[config.mk]
export PLATFORM = sky130hd
export DESIGN_NAME = clkdiv_top
export DESIGN_NICKNAME = d
export VERILOG_FILES = /design/src/rtl/clkdiv_pkg.sv /design/src/rtl/clkdiv_kdecode.sv /design/src/rtl/clkdiv_phase.sv /design/src/rtl/clkdiv_wave.sv /design/src/rtl/clkdiv_top.sv
export SDC_FILE = /design/constraint.sdc
export NUM_CORES = 1
export LEC_CHECK = 0
export ABC_AREA = 1
export CAP_MARGIN = 40
export CORE_MARGIN = 5
export CORE_UTILIZATION = 50
export CTS_CLUSTER_DIAMETER = 80
export DETAILED_ROUTE_END_ITERATION = 12
export GPL_TIMING_DRIVEN = 0
export PLACE_DENSITY = 0.81
export RECOVER_POWER = 50
export SLEW_MARGIN = 20
export SYNTH_ARGS = -nofsm -noshare
export SYNTH_HDL_FRONTEND = slang
export SYNTH_SLANG_ARGS = --single-unit
export TNS_END_PERCENT = 1
[constraint.sdc]
create_clock -name clk_i -period 3 [get_ports clk_i]
set_clock_uncertainty 0.2 [all_clocks]
set_input_delay 0.9 -clock clk_i [delete_from_list [all_inputs] [get_ports clk_i]]
set_output_delay 0.9 -clock clk_i [all_outputs]
set_load 0.02 [all_outputs]
[src/rtl/clkdiv_pkg.sv]
package clkdiv_pkg;
  // width of the ratio configuration field
  localparam int unsigned SEL_W = 4;
  // largest ratio, selected by the all-zero field code
  localparam int unsigned K_MAX = 1 << SEL_W;
  // width that can hold the effective ratio 1..K_MAX
  localparam int unsigned K_W = SEL_W + 1;
  // width of the phase counter 0..K_MAX-1
  localparam int unsigned CNT_W = SEL_W;

  typedef logic [K_W-1:0]   ratio_t;
  typedef logic [CNT_W-1:0] phase_t;

  function automatic ratio_t ratio_of(input logic [SEL_W-1:0] code);
    if (code == '0) return ratio_t'(K_MAX);
    return ratio_t'(code);
  endfunction
endpackage

[src/rtl/clkdiv_kdecode.sv]
module clkdiv_kdecode
  import clkdiv_pkg::*;
(
  input  logic [SEL_W-1:0] sel_i,
  output ratio_t           ratio_o
);
  assign ratio_o = ratio_of(sel_i);


  always_comb begin
    ratio_range_chk: assert (ratio_o != '0 && ratio_o <= ratio_t'(K_MAX));
  end
endmodule

[src/rtl/clkdiv_phase.sv]
module clkdiv_phase
  import clkdiv_pkg::*;
(
  input  logic   clk_i,
  input  logic   rst_ni,
  input  ratio_t ratio_new_i,
  output phase_t phase_o,
  output ratio_t ratio_o,
  output phase_t phase_nxt_o,
  output ratio_t ratio_nxt_o,
  output logic   last_o
);
  phase_t phase_q;
  ratio_t ratio_q;
  logic   last;

  assign last = ({1'b0, phase_q} == (ratio_q - ratio_t'(1)));

  always_comb begin
    if (last) begin
      phase_nxt_o = '0;
      ratio_nxt_o = ratio_new_i;
    end else begin
      phase_nxt_o = phase_q + phase_t'(1);
      ratio_nxt_o = ratio_q;
    end
  end

  always_ff @(posedge clk_i or negedge rst_ni) begin
    if (!rst_ni) begin
      phase_q <= '0;
      ratio_q <= ratio_t'(1);
    end else begin
      phase_q <= phase_nxt_o;
      ratio_q <= ratio_nxt_o;
    end
  end

  assign phase_o = phase_q;
  assign ratio_o = ratio_q;
  assign last_o  = last;


  wrap_after_last_chk: assert property (@(posedge clk_i) disable iff (!rst_ni)
    last_o |=> (phase_o == '0));


  ratio_hold_chk: assert property (@(posedge clk_i) disable iff (!rst_ni)
    !last_o |=> $stable(ratio_o));


  phase_bound_chk: assert property (@(posedge clk_i) disable iff (!rst_ni)
    {1'b0, phase_o} < ratio_o);
endmodule

[src/rtl/clkdiv_wave.sv]
module clkdiv_wave
  import clkdiv_pkg::*;
(
  input  logic   clk_i,
  input  logic   rst_ni,
  input  phase_t phase_i,
  input  phase_t phase_nxt_i,
  input  ratio_t ratio_i,
  input  ratio_t ratio_nxt_i,
  input  logic   last_i,
  input  logic   inv_i,
  output logic   dclk_o,
  output logic   cpuclk_o
);
  logic   level_q;
  logic   bypass_q;
  ratio_t half_nxt;

  assign half_nxt = ratio_nxt_i >> 1;

  always_ff @(posedge clk_i or negedge rst_ni) begin
    if (!rst_ni) begin
      level_q  <= 1'b0;
      bypass_q <= 1'b1;
    end else begin
      level_q  <= ({1'b0, phase_nxt_i} < half_nxt);
      bypass_q <= (ratio_nxt_i == ratio_t'(1));
    end
  end

  assign dclk_o   = bypass_q ? clk_i : level_q;
  assign cpuclk_o = dclk_o ^ inv_i;


  rise_at_start_chk: assert property (@(posedge clk_i) disable iff (!rst_ni)
    $rose(level_q) |-> (phase_i == '0));


  bypass_tick_chk: assert property (@(posedge clk_i) disable iff (!rst_ni)
    bypass_q |-> (last_i && ratio_i == ratio_t'(1)));


  low_before_end_chk: assert property (@(posedge clk_i) disable iff (!rst_ni)
    (last_i && !bypass_q) |-> !level_q);
endmodule

[src/rtl/clkdiv_top.sv]
module clkdiv_top
  import clkdiv_pkg::*;
(
  input  logic             clk_i,
  input  logic             rst_ni,
  input  logic [SEL_W-1:0] div_sel_i,
  input  logic             inv_i,
  output logic             dclk_o,
  output logic             tick_o,
  output logic             cpuclk_o
);
  ratio_t ratio_new;
  ratio_t ratio_cur;
  ratio_t ratio_nxt;
  phase_t phase_cur;
  phase_t phase_nxt;
  logic   last;

  clkdiv_kdecode u_dec (
    .sel_i   (div_sel_i),
    .ratio_o (ratio_new)
  );

  clkdiv_phase u_phase (
    .clk_i       (clk_i),
    .rst_ni      (rst_ni),
    .ratio_new_i (ratio_new),
    .phase_o     (phase_cur),
    .ratio_o     (ratio_cur),
    .phase_nxt_o (phase_nxt),
    .ratio_nxt_o (ratio_nxt),
    .last_o      (last)
  );

  clkdiv_wave u_wave (
    .clk_i       (clk_i),
    .rst_ni      (rst_ni),
    .phase_i     (phase_cur),
    .phase_nxt_i (phase_nxt),
    .ratio_i     (ratio_cur),
    .ratio_nxt_i (ratio_nxt),
    .last_i      (last),
    .inv_i       (inv_i),
    .dclk_o      (dclk_o),
    .cpuclk_o    (cpuclk_o)
  );

  assign tick_o = last;


  polarity_chk: assert property (@(posedge clk_i) disable iff (!rst_ni)
    cpuclk_o == (dclk_o ^ inv_i));
endmodule

==> flow_summary.ini <==
[status]
status = complete, but fails checks
violations = negative setup slack

[floorplanning]
die_y_um = 47.9
die_area_um2 = 2300
start_util_pct = 53.9
design.core.area_um2 = 1330
ios = 10
die_x_um = 47.9
num_rows = 13

[global_routing]
antenna_found_initial = 0
gr-max-usage-layer = met4
grt_pass1_wl_mm = 2.57
grt_use_total_pct = 19.3
grt_util_met2_pct = 24.8
grt_max_degree = 12
grt_pass1_vias = 587
met3_usage_pct = 10.5
overflow = 0
use_met1_pct = 19.0

[clock_tree]
cts_tree = done
clkTransAtPathRegs_ns = 0.07
post_cts_buffers = 0
insertion_delay_ns = 0.38

[setup_path]
path_cells = buf_8 -> mux2_4 -> buf_8 -> xor2_4 -> buf_6
crit_path_frequent_cell = buf_8
critPathRequiredTime_ns = 1.90
reg2reg_depth = 14
worstSetupStartpointType = clock port
critPathArrivalTime_ns = 2.27
critPathLaunch = clk_i
path_max_fanout = 2
reg2reg_slack_ns = 0.33
critPathCaptureType = output port
criticalPathCategory = clock port to output port
cp_slowest_cell = mux2_4
crit_path_max_incr_delay_ns = 0.28
r2r_start = u_phase.ratio_o[0]$_DFF_PN1_
reg2reg_to = u_wave.level_q$_DFF_PN0_

[layout]
area_growth_pct = 30.1
diodes = 0
final_net_count = 126
final_core_util_pct = 70.2
post_route_cells_drive_above_1_share_pct = 21.1
final_cell_mix = nand2_1 (25), inv_1 (19), nor2_1 (9), dfrtp_1 (9), nand3_1 (6)
layout_commonest_cell = nand2_1

[routing]
vias_per_cell = 4.88
drt_wl_total_mm = 1.55
wl_per_cell_um = 12.0
vias = 629
drt_iter0_drc = 18
drtAntennaViolNets = 0
drc = 0
first_pass_iters = 4

[power]
p_leak_nw = 0.527
peakVddDrop_mv = 0.424
powerDensity_nw_per_um2 = 350

[synth]
synthCells = 96
ys_types = 23
yosysSeqAreaShare_pct = 38.6
syn_nets = 108
yosysWarnings = 0
synth_area_per_cell_um2 = 7.49
ys_ff_latch = 11
netlist_area_um2 = 719

[placement]
gp_congestion = 0.816
dp_worst_setup_slack_ns = -0.626
dpl.hpwl_mm = 1.12
io_buffers = 9

[timing]
setup_viol = 3
rsz0062_at_grt = yes
tightest_slew_ns = 0.476
hold_viol_final = 0
setup_slack_ns = -0.370
slew_headroom_pct = 68.2
tns_ns = -0.907
timing.final.max_slew_violations = 0

[min_path]
hp-class = register to register
holdCritStartpoint = u_phase.ratio_o[0]$_DFF_PN1_
whs_endpoint = u_phase.ratio_o[0]$_DFF_PN1_
hold_depth = 2

[run]
drv_cap = 0
[metal layers]
metal,vias up,share of wire [%]
li1,327,-
met1,286,45
met4,0,3.8
met5,-,0
met3,6,2.5
met2,10,49
[worst max path at each step]
stage          cells after the start       end  slack [ns]
2_1_floorplan                      2  cpuclk_o       -0.15
3_3_place_gp                       3  cpuclk_o       -0.63
3_5_place_dp                       3  cpuclk_o       -0.63
4_1_cts                            5  cpuclk_o       -0.42
5_1_grt                           10    tick_o       -0.41
6_report                           5  cpuclk_o       -0.37
[flip-flops by register name, summed over array words and instances, names as in the netlist]
signal           count
u_wave.level_q       1
u_wave.bypass_q      1
u_phase.ratio_o      5
u_phase.phase_o      4
[report_power, final]
group | internal, mW | leakage, nW | switching [mW]
combinational | 0.00686 | 0.326 | 0.00533
clock | 0.104 | 0.0691 | 0.0630
sequential | 0.148 | 0.132 | 0
[cells by family after synthesis]
family,share of synthesized area (%)
flops,38.6
compound gates,5.91
xor+xnor,4.87
mux,1.57
simple gates,29.2
fa+ha+maj,8.70
buf+inv,11.1
[through the flow]
stage	total power, mW	hold slack [ns]	instance area [µm²]	std cells
final	0.328	0.392	936	129
after global routing	0.342	0.443	936	129
after CTS	0.328	0.396	928	129
after detailed placement	0.167	0.373	851	120
after global placement	0.167	0.369	851	120
after floorplan	0.154	0.335	742	96
[Yosys cell counts]
master,count,area share (%)
xor2_1,2,2.4
nor2_2,3,2.6
nor3_1,1,0.69
mux2_2,1,1.6
nor4_1,1,0.87
nand2_2,1,0.87
dfstp_2,2,7.3
o21ai_2,2,2.4
inv_1,19,9.9
ha_1,5,8.7
nand3_1,6,4.2
a21o_1,1,1.0
nor2_1,9,4.7
xnor2_1,2,2.4
nand2_1,25,13
o21a_1,1,1.0
a21oi_1,1,0.69
clkinv_2,1,0.69
inv_2,1,0.52
or2_0,1,0.87
dfrtp_1,9,31
o21ai_1,1,0.69
nand3_2,1,1.4
[critical path: cells and delay by family]
kind / cells / cell delay (ns)
buf+inv: 3 / 0.35
mux: 1 / 0.28
xor+xnor: 1 / 0.14
[area by class of cell]
class                      count  area [µm²]
timing repair buffer           7        67.6
fill                         106         398
sequential                    11         278
inverter                      21        83.8
multi-input combinational     64         389
clock buffer                  10        90.1
tap                           15        18.8
clock inverter                 1        8.76
[what timing repair did]
action	in CTS	in global routing
hold buffers	0	0
endpoints found under the setup margin	3	3
hold endpoints to repair	0	0
pin swaps	2	0
resized for setup	19	3
Power figures use the tool's default switching activity.
